==> src/rtl/nor_erase_pkg.sv <==
package nor_erase_pkg;
  localparam int DATA_W = 16;
  localparam int WORD_A = 'h555;
  localparam int WORD_B = 'h2AA;

  localparam logic [DATA_W-1:0] CMD_UNLK1 = 16'h00AA;
  localparam logic [DATA_W-1:0] CMD_UNLK2 = 16'h0055;
  localparam logic [DATA_W-1:0] CMD_SETUP = 16'h0080;
  localparam logic [DATA_W-1:0] CMD_GO    = 16'h0030;
  localparam logic [DATA_W-1:0] CMD_ARRAY = 16'h00F0;

  typedef enum logic [2:0] {
    ST_OK        = 3'd0,
    ST_INVALID   = 3'd1,
    ST_PROTECTED = 3'd2,
    ST_TIMEOUT   = 3'd3
  } status_e;

  typedef struct packed {
    logic    load;
    logic    sectNext;
    logic    sectRewind;
    logic    stepClr;
    logic    stepNext;
    logic    tmrClr;
    logic    settleClr;
    logic    wrCmd;
    logic    rdPoll;
    logic    wrReset;
    logic    setStatus;
    status_e statusVal;
  } ctl_t;
endpackage

==> src/rtl/nor_erase_dp.sv <==
module nor_erase_dp
  import nor_erase_pkg::*;
#(
  parameter int NSECT = 11,
  parameter int ADDR_W = 24,
  parameter int IDX_W = 5,
  parameter logic [ADDR_W-1:0] FLASH_BASE = '0,
  parameter int TMO_LIMIT = 1000,
  parameter int SETTLE_CYC = 16
) (
  input  logic                    clk,
  input  logic                    rstN,
  input  ctl_t                    ctl,
  input  logic signed [IDX_W-1:0] firstIdx,
  input  logic signed [IDX_W-1:0] lastIdx,
  input  logic [NSECT*ADDR_W-1:0] sectBases,
  input  logic [NSECT-1:0]        protMask,
  input  logic [DATA_W-1:0]       memRdata,
  output logic                    argBad,
  output logic                    curProt,
  output logic                    atLast,
  output logic                    stepLast,
  output logic                    tmoHit,
  output logic                    pollReady,
  output logic                    settleEnd,
  output logic [ADDR_W-1:0]       memAddr,
  output logic [DATA_W-1:0]       memWdata,
  output logic                    memWe,
  output logic                    memRe,
  output logic [2:0]              status
);
  localparam int SIDX_W = (NSECT > 1) ? $clog2(NSECT) : 1;
  localparam int TMR_W  = $clog2(TMO_LIMIT + 2) + 1;
  localparam int SC_W   = $clog2(SETTLE_CYC + 1);
  localparam logic [ADDR_W-1:0] UNLK_A = FLASH_BASE + ADDR_W'(WORD_A << 1);
  localparam logic [ADDR_W-1:0] UNLK_B = FLASH_BASE + ADDR_W'(WORD_B << 1);

  logic [SIDX_W-1:0] cur, firstR, lastR;
  logic [2:0]        step;
  logic [TMR_W-1:0]  tmr;
  logic [SC_W-1:0]   sCnt;
  logic [ADDR_W-1:0] curBase;
  logic              rdUnused;

  assign argBad = (int'(firstIdx) < 0) || (int'(firstIdx) > int'(lastIdx)) ||
                  (int'(lastIdx) >= NSECT);
  assign curBase   = sectBases[cur*ADDR_W +: ADDR_W];
  assign curProt   = protMask[cur];
  assign atLast    = (cur == lastR);
  assign stepLast  = (step == 3'd5);
  assign tmoHit    = (tmr > TMR_W'(TMO_LIMIT));
  assign pollReady = memRdata[7];
  assign rdUnused  = ^{memRdata[DATA_W-1:8], memRdata[6:0]};
  assign settleEnd = (sCnt == SC_W'(SETTLE_CYC - 1));

  always_ff @(posedge clk) begin
    if (!rstN) begin
      cur    <= '0;
      firstR <= '0;
      lastR  <= '0;
      step   <= '0;
      tmr    <= '0;
      sCnt   <= '0;
      status <= ST_OK;
    end else begin
      if (ctl.load) begin
        cur    <= firstIdx[SIDX_W-1:0];
        firstR <= firstIdx[SIDX_W-1:0];
        lastR  <= lastIdx[SIDX_W-1:0];
      end else if (ctl.sectRewind) begin
        cur <= firstR;
      end else if (ctl.sectNext) begin
        cur <= cur + 1'b1;
      end
      if (ctl.stepClr)       step <= '0;
      else if (ctl.stepNext) step <= step + 1'b1;
      if (ctl.tmrClr)        tmr <= '0;
      else if (tmr != '1)    tmr <= tmr + 1'b1;
      if (ctl.settleClr)     sCnt <= '0;
      else if (!settleEnd)   sCnt <= sCnt + 1'b1;
      if (ctl.setStatus)     status <= ctl.statusVal;
    end
  end

  always_comb begin
    memAddr  = curBase;
    memWdata = '0;
    memWe    = 1'b0;
    memRe    = 1'b0;
    if (ctl.wrCmd) begin
      memWe = 1'b1;
      unique case (step)
        3'd0:    begin memAddr = UNLK_A; memWdata = CMD_UNLK1; end
        3'd1:    begin memAddr = UNLK_B; memWdata = CMD_UNLK2; end
        3'd2:    begin memAddr = UNLK_A; memWdata = CMD_SETUP; end
        3'd3:    begin memAddr = UNLK_A; memWdata = CMD_UNLK1; end
        3'd4:    begin memAddr = UNLK_B; memWdata = CMD_UNLK2; end
        default: begin memAddr = curBase; memWdata = CMD_GO; end
      endcase
    end else if (ctl.wrReset) begin
      memWe    = 1'b1;
      memAddr  = UNLK_A;
      memWdata = CMD_ARRAY;
    end else if (ctl.rdPoll) begin
      memRe = 1'b1;
    end
  end
endmodule

==> src/rtl/nor_erase_ctrl.sv <==
module nor_erase_ctrl
  import nor_erase_pkg::*;
(
  input  logic clk,
  input  logic rstN,
  input  logic start,
  input  logic argBad,
  input  logic curProt,
  input  logic atLast,
  input  logic stepLast,
  input  logic tmoHit,
  input  logic pollReady,
  input  logic settleEnd,
  output ctl_t ctl,
  output logic done
);
  typedef enum logic [3:0] {
    S_IDLE, S_SCAN, S_CMD, S_POLL_RD, S_POLL_CHK,
    S_TMO_WR, S_RST_WR, S_SETTLE, S_DONE
  } state_e;

  state_e state, stateNx;

  always_ff @(posedge clk) begin
    if (!rstN) state <= S_IDLE;
    else       state <= stateNx;
  end

  assign done = (state == S_DONE);

  always_comb begin
    stateNx = state;
    ctl = '0;
    ctl.statusVal = ST_OK;
    unique case (state)
      S_IDLE: if (start) begin
        ctl.load = 1'b1;
        if (argBad) begin
          ctl.setStatus = 1'b1;
          ctl.statusVal = ST_INVALID;
          stateNx = S_DONE;
        end else begin
          stateNx = S_SCAN;
        end
      end
      S_SCAN: begin
        if (curProt) begin
          ctl.setStatus = 1'b1;
          ctl.statusVal = ST_PROTECTED;
          stateNx = S_DONE;
        end else if (atLast) begin
          ctl.sectRewind = 1'b1;
          ctl.tmrClr = 1'b1;
          ctl.stepClr = 1'b1;
          stateNx = S_CMD;
        end else begin
          ctl.sectNext = 1'b1;
        end
      end
      S_CMD: begin
        ctl.wrCmd = 1'b1;
        ctl.stepNext = 1'b1;
        if (stepLast) stateNx = S_POLL_RD;
      end
      S_POLL_RD: begin
        ctl.rdPoll = 1'b1;
        stateNx = S_POLL_CHK;
      end
      S_POLL_CHK: begin
        if (tmoHit)         stateNx = S_TMO_WR;
        else if (pollReady) stateNx = S_RST_WR;
        else                stateNx = S_POLL_RD;
      end
      S_TMO_WR: begin
        ctl.wrReset = 1'b1;
        ctl.setStatus = 1'b1;
        ctl.statusVal = ST_TIMEOUT;
        ctl.settleClr = 1'b1;
        stateNx = S_SETTLE;
      end
      S_RST_WR: begin
        ctl.wrReset = 1'b1;
        if (atLast) begin
          ctl.setStatus = 1'b1;
          ctl.statusVal = ST_OK;
          ctl.settleClr = 1'b1;
          stateNx = S_SETTLE;
        end else begin
          ctl.sectNext = 1'b1;
          ctl.tmrClr = 1'b1;
          ctl.stepClr = 1'b1;
          stateNx = S_CMD;
        end
      end
      S_SETTLE: if (settleEnd) stateNx = S_DONE;
      S_DONE:   stateNx = S_IDLE;
      default:  stateNx = S_IDLE;
    endcase
  end
endmodule

==> src/rtl/nor_erase_seq.sv <==
module nor_erase_seq
  import nor_erase_pkg::*;
#(
  parameter int NSECT = 11,
  parameter int ADDR_W = 24,
  parameter int IDX_W = $clog2(NSECT) + 1,
  parameter logic [ADDR_W-1:0] FLASH_BASE = '0,
  parameter int TMO_LIMIT = 1000,
  parameter int SETTLE_CYC = 16
) (
  input  logic                    clk,
  input  logic                    rstN,
  input  logic                    start,
  input  logic signed [IDX_W-1:0] firstIdx,
  input  logic signed [IDX_W-1:0] lastIdx,
  input  logic [NSECT*ADDR_W-1:0] sectBases,
  input  logic [NSECT-1:0]        protMask,
  output logic [ADDR_W-1:0]       memAddr,
  output logic [15:0]             memWdata,
  output logic                    memWe,
  output logic                    memRe,
  input  logic [15:0]             memRdata,
  output logic                    done,
  output logic [2:0]              status
);
  ctl_t ctl;
  logic argBad, curProt, atLast, stepLast, tmoHit, pollReady, settleEnd;

  nor_erase_ctrl u_ctrl (
    .clk(clk), .rstN(rstN), .start(start), .argBad(argBad),
    .curProt(curProt), .atLast(atLast), .stepLast(stepLast),
    .tmoHit(tmoHit), .pollReady(pollReady), .settleEnd(settleEnd),
    .ctl(ctl), .done(done)
  );

  nor_erase_dp #(
    .NSECT(NSECT), .ADDR_W(ADDR_W), .IDX_W(IDX_W), .FLASH_BASE(FLASH_BASE),
    .TMO_LIMIT(TMO_LIMIT), .SETTLE_CYC(SETTLE_CYC)
  ) u_dp (
    .clk(clk), .rstN(rstN), .ctl(ctl), .firstIdx(firstIdx),
    .lastIdx(lastIdx), .sectBases(sectBases), .protMask(protMask),
    .memRdata(memRdata), .argBad(argBad), .curProt(curProt),
    .atLast(atLast), .stepLast(stepLast), .tmoHit(tmoHit),
    .pollReady(pollReady), .settleEnd(settleEnd), .memAddr(memAddr),
    .memWdata(memWdata), .memWe(memWe), .memRe(memRe), .status(status)
  );
endmodule

==> config.mk <==
export PLATFORM = sky130hd
export DESIGN_NAME = nor_erase_seq
export DESIGN_NICKNAME = d
export VERILOG_FILES = /design/src/rtl/nor_erase_pkg.sv /design/src/rtl/nor_erase_dp.sv /design/src/rtl/nor_erase_ctrl.sv /design/src/rtl/nor_erase_seq.sv
export SDC_FILE = /design/constraint.sdc
export NUM_CORES = 1
export LEC_CHECK = 0
export ABC_AREA = 1
export BUFFER_PORTS_ARGS = -buffer_cell sky130_fd_sc_hd__buf_2
export CORE_AREA = 2 2 135 137
export CTS_CLUSTER_DIAMETER = 30
export DETAILED_ROUTE_END_ITERATION = 8
export DIE_AREA = 0 0 137 139
export SLEW_MARGIN = 40
export SYNTH_ARGS = -nofsm -noshare
export SYNTH_HDL_FRONTEND = slang
export SYNTH_SLANG_ARGS = --single-unit
==> constraint.sdc <==
create_clock -name clk -period 2.8 [get_ports clk]
set_input_delay 0 -clock clk [delete_from_list [all_inputs] [get_ports clk]]
set_output_delay 0 -clock clk [all_outputs]
set_load 0.05 [all_outputs]
==> run metrics, run 1 <==
area fraction of the dominant cell type after synthesis 18.6%; crit path kind flip-flop to output port; Syn Area/Cell about 5.6 sq um; CTS root buffer clkbuf_16; CP most frequent cell inv_1; WL per Instance 15.9 um; WP data required about 2800 ps; switch share 61.6%; setup ws final roughly 270 ps; Die Wd between 100 and 150 um; CTS Hold Buffers Added 3; Synth Instances between 800 and 900; Bufs on Longest Clock Path 2; initial core utilization about 28%; Vias/cell approximately 5; HPWL after detailed placement ~18,000 um; Synth Register Bits 37; Nets ~1,500; Setup Viol. Count Final 0; Setup WS pre-CTS 568 ps; DRT Pass-1 Iters 5; critical path launch point type flip-flop; grt ovf 0; max-slew violation count 0; power share of the clock group between 10% and 20%; largest net degree at the start of global routing 51; register share of total power between 10% and 20%; Clock Latency Late Sink approximately 280 ps; first-pass GRT wire length approximately 33,000 um; vias in the first global route approximately 6,400; share of layout cells above drive strength 1 around a third; CTS buffer count 5; top cell type by total area after synthesis nand2_1; Max Cap Violations 0; synthesized area 4930 sq um; fin crit share between 90% and 100%; CP cell instances inv_1, ha_1, a21oi_1, nand2_1, nand2_1, inv_1, nor2_4, inv_1, o21ai_1, buf_2; DIE AREA between 15,000 and 20,000 sq um; TNS Setup 0 ps; Comb pwr share approximately 78%; Total Wirelength between 20,000 and 25,000 um; Int Pwr between 2 and 2.5 mW; I/O Buffers between 300 and 400; Area contributors post-synth nand2_1 19%, dfxtp_1 15%, o21ai_0 14%; RD Place Congestion around 0.94; num rows between 40 and 50; PwrDens 881 nW/um^2; yosys warns 0; Min Clock Period, post-route about 2500 ps; chip height between 100 and 150 um; Final ANT Viol Nets 0; final hold violations 0; Synth top cells by count 245 x nand2_1, 135 x o21ai_0, 110 x nor2_1; Worst Setup End Kind output port; WP data arrival approximately 2500 ps; unrepaired setup endpoints after global routing false; Non-Filler Instances around 1,400; sw power 3.77 mW; vias 6,940; fraction of registers with async set/reset 0%; # IOs between 300 and 400; number of synthesized flops with an enable pin 0; GRT Total Usage about 22%; CTS tree yes; post-CTS sizing 0; DR DRC count 0; core area between 15,000 and 20,000 sq um; crit-path max FO 10; number of distinct library cells after synthesis 46; Max stage delay on crit path about 430 ps; Worst Skew just over 6 ps; # Post-CTS Setup Buffers 0; leakage power roughly 3.6 nW; Worst Max-Slew Pin Slew ~580 ps; most numerous cell in the Yosys netlist nand2_1; DR iter-0 viols 389; placed cells 1,410; FILL cells roughly 2,000; TritonCTS Sinks 37; Worst Hold Class primary input to flip-flop; post-layout util between 30% and 40%; Peak Freq about 400 MHz; Layout area overhead 40.7%; Max-slew headroom between 60% and 70%; Max H-tree Level 2; ys flop type dfxtp_1; Clk pin slew, worst setup/hold paths around 60 ps; initial antenna violation count 4; status completed; worst vdd ir ~0.00048 V; Slowest-stage cell, CP dfxtp_1; register area share after synthesis ~15%
placed cells by master, fill, tap and decap left out, types with 3 or more instances in the layout:
master | synthesis | routed
a22oi_1 | 34 | 34
dfxtp_1 | 37 | 36
nor2_1 | 110 | 109
a21boi_0 | 4 | 4
buf_2 | 9 | 325
buf_4 | 12 | 20
nand4_1 | 4 | 4
nand3_1 | 49 | 49
nor2_2 | 7 | 8
a221oi_1 | 3 | 3
diode_2 | 0 | 4
a21oi_2 | 9 | 9
a21oi_1 | 29 | 29
nor3_2 | 3 | 3
dlygate4sd3_1 | 0 | 3
nand2_1 | 245 | 245
a31oi_1 | 4 | 4
o211ai_1 | 7 | 7
conb_1 | 1 | 9
inv_2 | 5 | 6
nor2_4 | 3 | 3
xor2_1 | 8 | 8
clkbuf_16 | 0 | 5
o21ai_0 | 135 | 135
o2111ai_1 | 5 | 5
nor3_1 | 6 | 6
o21ai_1 | 5 | 5
inv_1 | 76 | 75
ha_1 | 15 | 15
cells by family after synthesis:
logic type	count (synthesis)	synth area share, %
adders and majority gates	15	3.81
other	1	0.0760
buffers and inverters	142	12.8
DFF	37	15.0
and+or+nand+nor	441	38.1
muxes	1	0.203
xor gates and xnor gates	10	1.78
AOI/OAI and AO/OA	239	28.3
sequential cells by signal, indices dropped and copies added (netlist names):
| signal | count |
|---|---|
| u_dp.tmr | 11 |
| u_dp.sCnt | 5 |
| u_ctrl.state | 4 |
| u_dp.cur | 4 |
| u_dp.firstR | 4 |
| u_dp.lastR | 4 |
| u_dp.step | 3 |
| u_dp.status | 2 |
final cells by class:
type                       instances  area, sq um  share of cell area [%]
antenna                            4         10.0                   0.144
clock buffer                       5          125                    1.80
clock inverter                     3         46.3                   0.667
inverter                          83          312                    4.49
multi-input combinational        715         3590                    51.8
sequential                        37          742                    10.7
tap                              229          287                    4.13
timing repair buffer             349         1830                    26.3
per-layer routing:
| layer | GRT usage [%] | share of wire, % | routed length, um |
|---|---|---|---|
| met4 | 5.10 | 1.8 | 405 |
| met2 | 40.1 | 50 | 11300 |
| met1 | 27.2 | 41 | 9240 |
| met3 | 3.40 | 7.3 | 1660 |
| met5 | 0 | 0 | 0 |
worst max-delay path, delay by kind of cell, from the launching register on:
kind	cells	cell delay, ps
fa+ha+maj	1	230
simple gates	3	430
buf+inv	4	730
compound gates	2	430
flops	1	430
final timing paths:
check	from	end	slack, ps	cells past startpoint
worst max-delay path	u_dp.step[0]	memAddr[2]	270	10
worst min-delay path	lastIdx[2]	u_dp.lastR[2]	6	3
worst max register to register	u_dp.cur[0]	u_dp.cur[2]	640	10
worst min register to register	u_dp.firstR[1]	u_dp.firstR[1]	460	2
power groups by stage:
stage	Sequential, mW	Combinational, mW	Clock [mW]
after floorplan	0.682	3.46	0
after global placement	0.723	4.75	0
after detailed placement	0.723	4.76	0
after CTS	0.712	4.78	0.669
after global routing	0.724	5.18	0.690
final	0.713	4.75	0.652
stage by stage:
step	hold slack (ps)	total power [mW]	cell area, sq um
floorplan	135	4.14	4960
global placement	274	5.47	6730
detailed placement	280	5.48	6730
CTS	0.121	6.16	6930
global route	14.9	6.60	6940
finish	6.13	6.12	6940
Power figures use the tool's default switching activity.
==> inputs of run 2 (changes only) <==
--- a/config.mk
+++ b/config.mk
@@ -5,12 +5,12 @@
 export SDC_FILE = /design/constraint.sdc
 export NUM_CORES = 1
 export LEC_CHECK = 0
-export ABC_AREA = 1
+export ABC_AREA = 0
 export BUFFER_PORTS_ARGS = -buffer_cell sky130_fd_sc_hd__buf_2
-export CORE_AREA = 2 2 135 137
+export CORE_AREA = 2 2 137 139
 export CTS_CLUSTER_DIAMETER = 30
 export DETAILED_ROUTE_END_ITERATION = 8
-export DIE_AREA = 0 0 137 139
+export DIE_AREA = 0 0 139 141
 export SLEW_MARGIN = 40
 export SYNTH_ARGS = -nofsm -noshare
 export SYNTH_HDL_FRONTEND = slang
==> run metrics, run 2 <==
status completed; fin crit share 94.0% (+3.7 points); CP Capture Point memAddr[0]; Min Clock Period, post-route 2630 ps (+104 ps); register area share after synthesis 15.7% (+0.71 points); WP data arrival 2630 ps (+100 ps); FF-to-FF path depth 6 (-4); Max stage delay on crit path 570 ps (+140 ps); I/O Buffers 325 (unchanged); synthesized area 4710 sq um (-4.5%); first-pass GRT wire length 30,000 um (-9.8%); vias 5,449 (-21%); HPWL after detailed placement 17,900 um (-1.4%); Clock Latency Late Sink 280 ps (about the same); most common cell after layout, fill and taps aside buf_2; Design Power 3.72 mW (-39%); CTS buffer count 5 (unchanged); combinational family with the most area after synthesis multiplexers; multiplexer share of the synthesized area 35.4% (+35 points); delay-heaviest family, CP multiplexers; reg2reg setup slack 510 ps (-130 ps); WP data required 2800 ps (about the same); most numerous cell in the Yosys netlist nor2_1; Crit path depth 6 (-4); RD Place Congestion 0.914 (-2.7%); Layout area overhead 44.2%; fraction of registers with async set/reset 0% (unchanged); DRT Pass-1 Iters 5 (unchanged); Hold Path Depth 3 (unchanged); CTS root buffer clkbuf_16; DIE AREA 19,600 sq um (+2.9%); critical path launch point type flip-flop; Setup Viol. Count Final 0 (unchanged); Max-slew headroom 55.8% (-5.3 points); number of synthesized flops with an enable pin 0 (unchanged); simple-gate area share of the yosys netlist 16.7% (-21 points); post-CTS sizing 0 (unchanged); core area 18,300 sq um (+3.5%); Bufs on Longest Clock Path 2 (unchanged); Synth Instances 534 (-40%); max-slew violation count 0 (unchanged); final hold violations 0 (unchanged); Clk pin slew, worst setup/hold paths 50 ps (about the same); largest net degree at the start of global routing 50 (-2.0%); worst r2r src u_dp.cur[0]; share of layout cells above drive strength 1 49.8% (+17 points); Max H-tree Level 2 (unchanged); Max Cap Violations 0 (unchanged); crit-path max FO 26 (+16); PwrDens 548 nW/um^2 (-38%); Nets 1,166 (-23%); # IOs 350 (unchanged); initial antenna violation count 16 (+12); top cell type by total area after synthesis mux4_2; Syn Area/Cell 8.82 sq um (+58%); placed cells 1,068 (-24%); Worst Skew 4.07 ps (-2.03 ps); Final ANT Viol Nets 0 (unchanged); TritonCTS Sinks 37 (unchanged); Synth Area in XOR/XNOR 3.35% (+1.6 points); Largest regs u_dp.tmr (11), u_dp.sCnt (5); unrepaired setup endpoints after global routing false; TNS Setup 0 ps (unchanged); Synth Area in Compound Gates 17.3% (-11 points); leading cell types in the layout, fill and taps excluded 325 x buf_2, 58 x nor2_1, 54 x mux2i_1; CTS Hold Buffers Added 6 (+3); max reg flops 11 (unchanged); Area contributors post-synth mux4_2 23%, dfxtp_1 16%, mux2i_1 11%; CP cell instances buf_12, mux4_2, mux2i_1, o22ai_1, and2_1, buf_2; CTS tree yes; Non-Filler Instances 1,090 (-24%); Synth Register Bits 37 (unchanged); ys flop type dfxtp_1; Peak Freq 380 MHz (-4.0%); worst vdd ir 0.000321 V (-33%); Setup crit start u_dp.cur[0]; adder-cell share of the synthesized area 3.99% (+0.18 points); Buf+Inv Stages, Crit Path 2 (-2); initial core utilization 25.8% (-2.2 points); num rows 50 (+2.0%); crit path kind flip-flop to output port; Worst Hold Margin 7.23 ps (+1.10 ps); area fraction of the dominant cell type after synthesis 23.4% (+4.8 points); Total Wirelength 21,000 um (-7.1%); Worst Setup End Kind output port; Slowest-stage cell, CP dfxtp_4; yosys warns 0 (unchanged); grt ovf 0 (unchanged); Die Wd 139 um (+1.5%); WL per Instance 19.3 um (+21%); reg2reg end u_dp.step[2]; largest register by flop count u_dp.tmr; Worst Max-Slew Pin Slew 661 ps (+78.9 ps); # Post-CTS Setup Buffers 0 (unchanged); leakage power 3.17 nW (-13%); Synth top cells by count 59 x nor2_1, 54 x mux2i_1, 49 x mux4_2; GRT Total Usage 20.1% (-2.1 points); DR iter-0 viols 330 (-15%); Vias/cell 5.00 (+2.6%); vias in the first global route 5,168 (-19%); DR DRC count 0 (unchanged); number of distinct library cells after synthesis 62 (+35%); Worst Hold Class primary input to flip-flop; chip height 141 um (+1.4%)
[run 2: cell count changes after synthesis, moves of 17 or more]
cell / previous run / this run
mux4_2: 0 / 49
a21oi_1: 29 / 48
nand3_1: 49 / 12
inv_1: 76 / 18
o21ai_0: 135 / 13
a22oi_1: 34 / 0
o22ai_1: 2 / 19
mux2i_1: 1 / 54
nor2_1: 110 / 59
nand2_1: 245 / 36
[run 2: tightest hold or removal path, delay by kind of cell]
kind | cells | cell delay [ps]
AOI/OAI and AO/OA | 1 | 60
buffers and inverters | 1 | 110
and+or+nand+nor | 1 | 70
[run 2: cells by family after synthesis]
logic type | after synthesis
AO/OA/AOI/OAI | 126
AND/OR/NAND/NOR | 160
adder cells (fa/ha/maj) | 15
multiplexers | 105
flip-flops | 37
XOR/XNOR | 18
other | 1
buffers and inverters | 72
[run 2: per-stage QoR]
step	utilization, %	worst slack [ps]	cell area [sq um]
floorplan	-	381	4740
global placement	36.0	515	6570
detailed placement	36.0	496	6570
CTS	37.1	213	6770
global route	37.2	27.6	6790
finish	37.2	168	6790
[run 2: power breakdown]
| group | internal [mW] | total [mW] | switching (mW) |
|---|---|---|---|
| Clock | 0.326 | 0.533 | 0.206 |
| Combinational | 0.977 | 2.52 | 1.55 |
| Sequential | 0.570 | 0.662 | 0.0921 |
| Total | 1.87 | 3.72 | 1.85 |
[run 2: final cells by class]
cell class                 instances  area, sq um
antenna                            8         20.0
clock buffer                       6          129
clock inverter                     2         10.0
fill                            1909        11500
inverter                          18         67.6
multi-input combinational        433         3650
sequential                        37          749
tap                              234          293
timing repair buffer             352         1870
[run 2: layer usage]
layer | vias to the layer above | global-route usage [%] | wire (um)
met1 | 2543 | 25.3 | 8650
li1 | 2630 | - | -
met5 | - | 0 | 49
met3 | 35 | 5.20 | 1530
met4 | 8 | 7.76 | 502
met2 | 233 | 33.0 | 10300
[run 2: worst min path at each step]
stage / from / end / slack, ps
finish: firstIdx[3] / u_dp.firstR[3] / 7
global placement: lastIdx[0] / u_dp.lastR[0] / 280
floorplan: firstIdx[1] / u_dp.firstR[1] / 140
detailed placement: lastIdx[1] / u_dp.lastR[1] / 280
global route: firstIdx[0] / u_dp.firstR[0] / 30
CTS: firstIdx[3] / u_dp.firstR[3] / 7
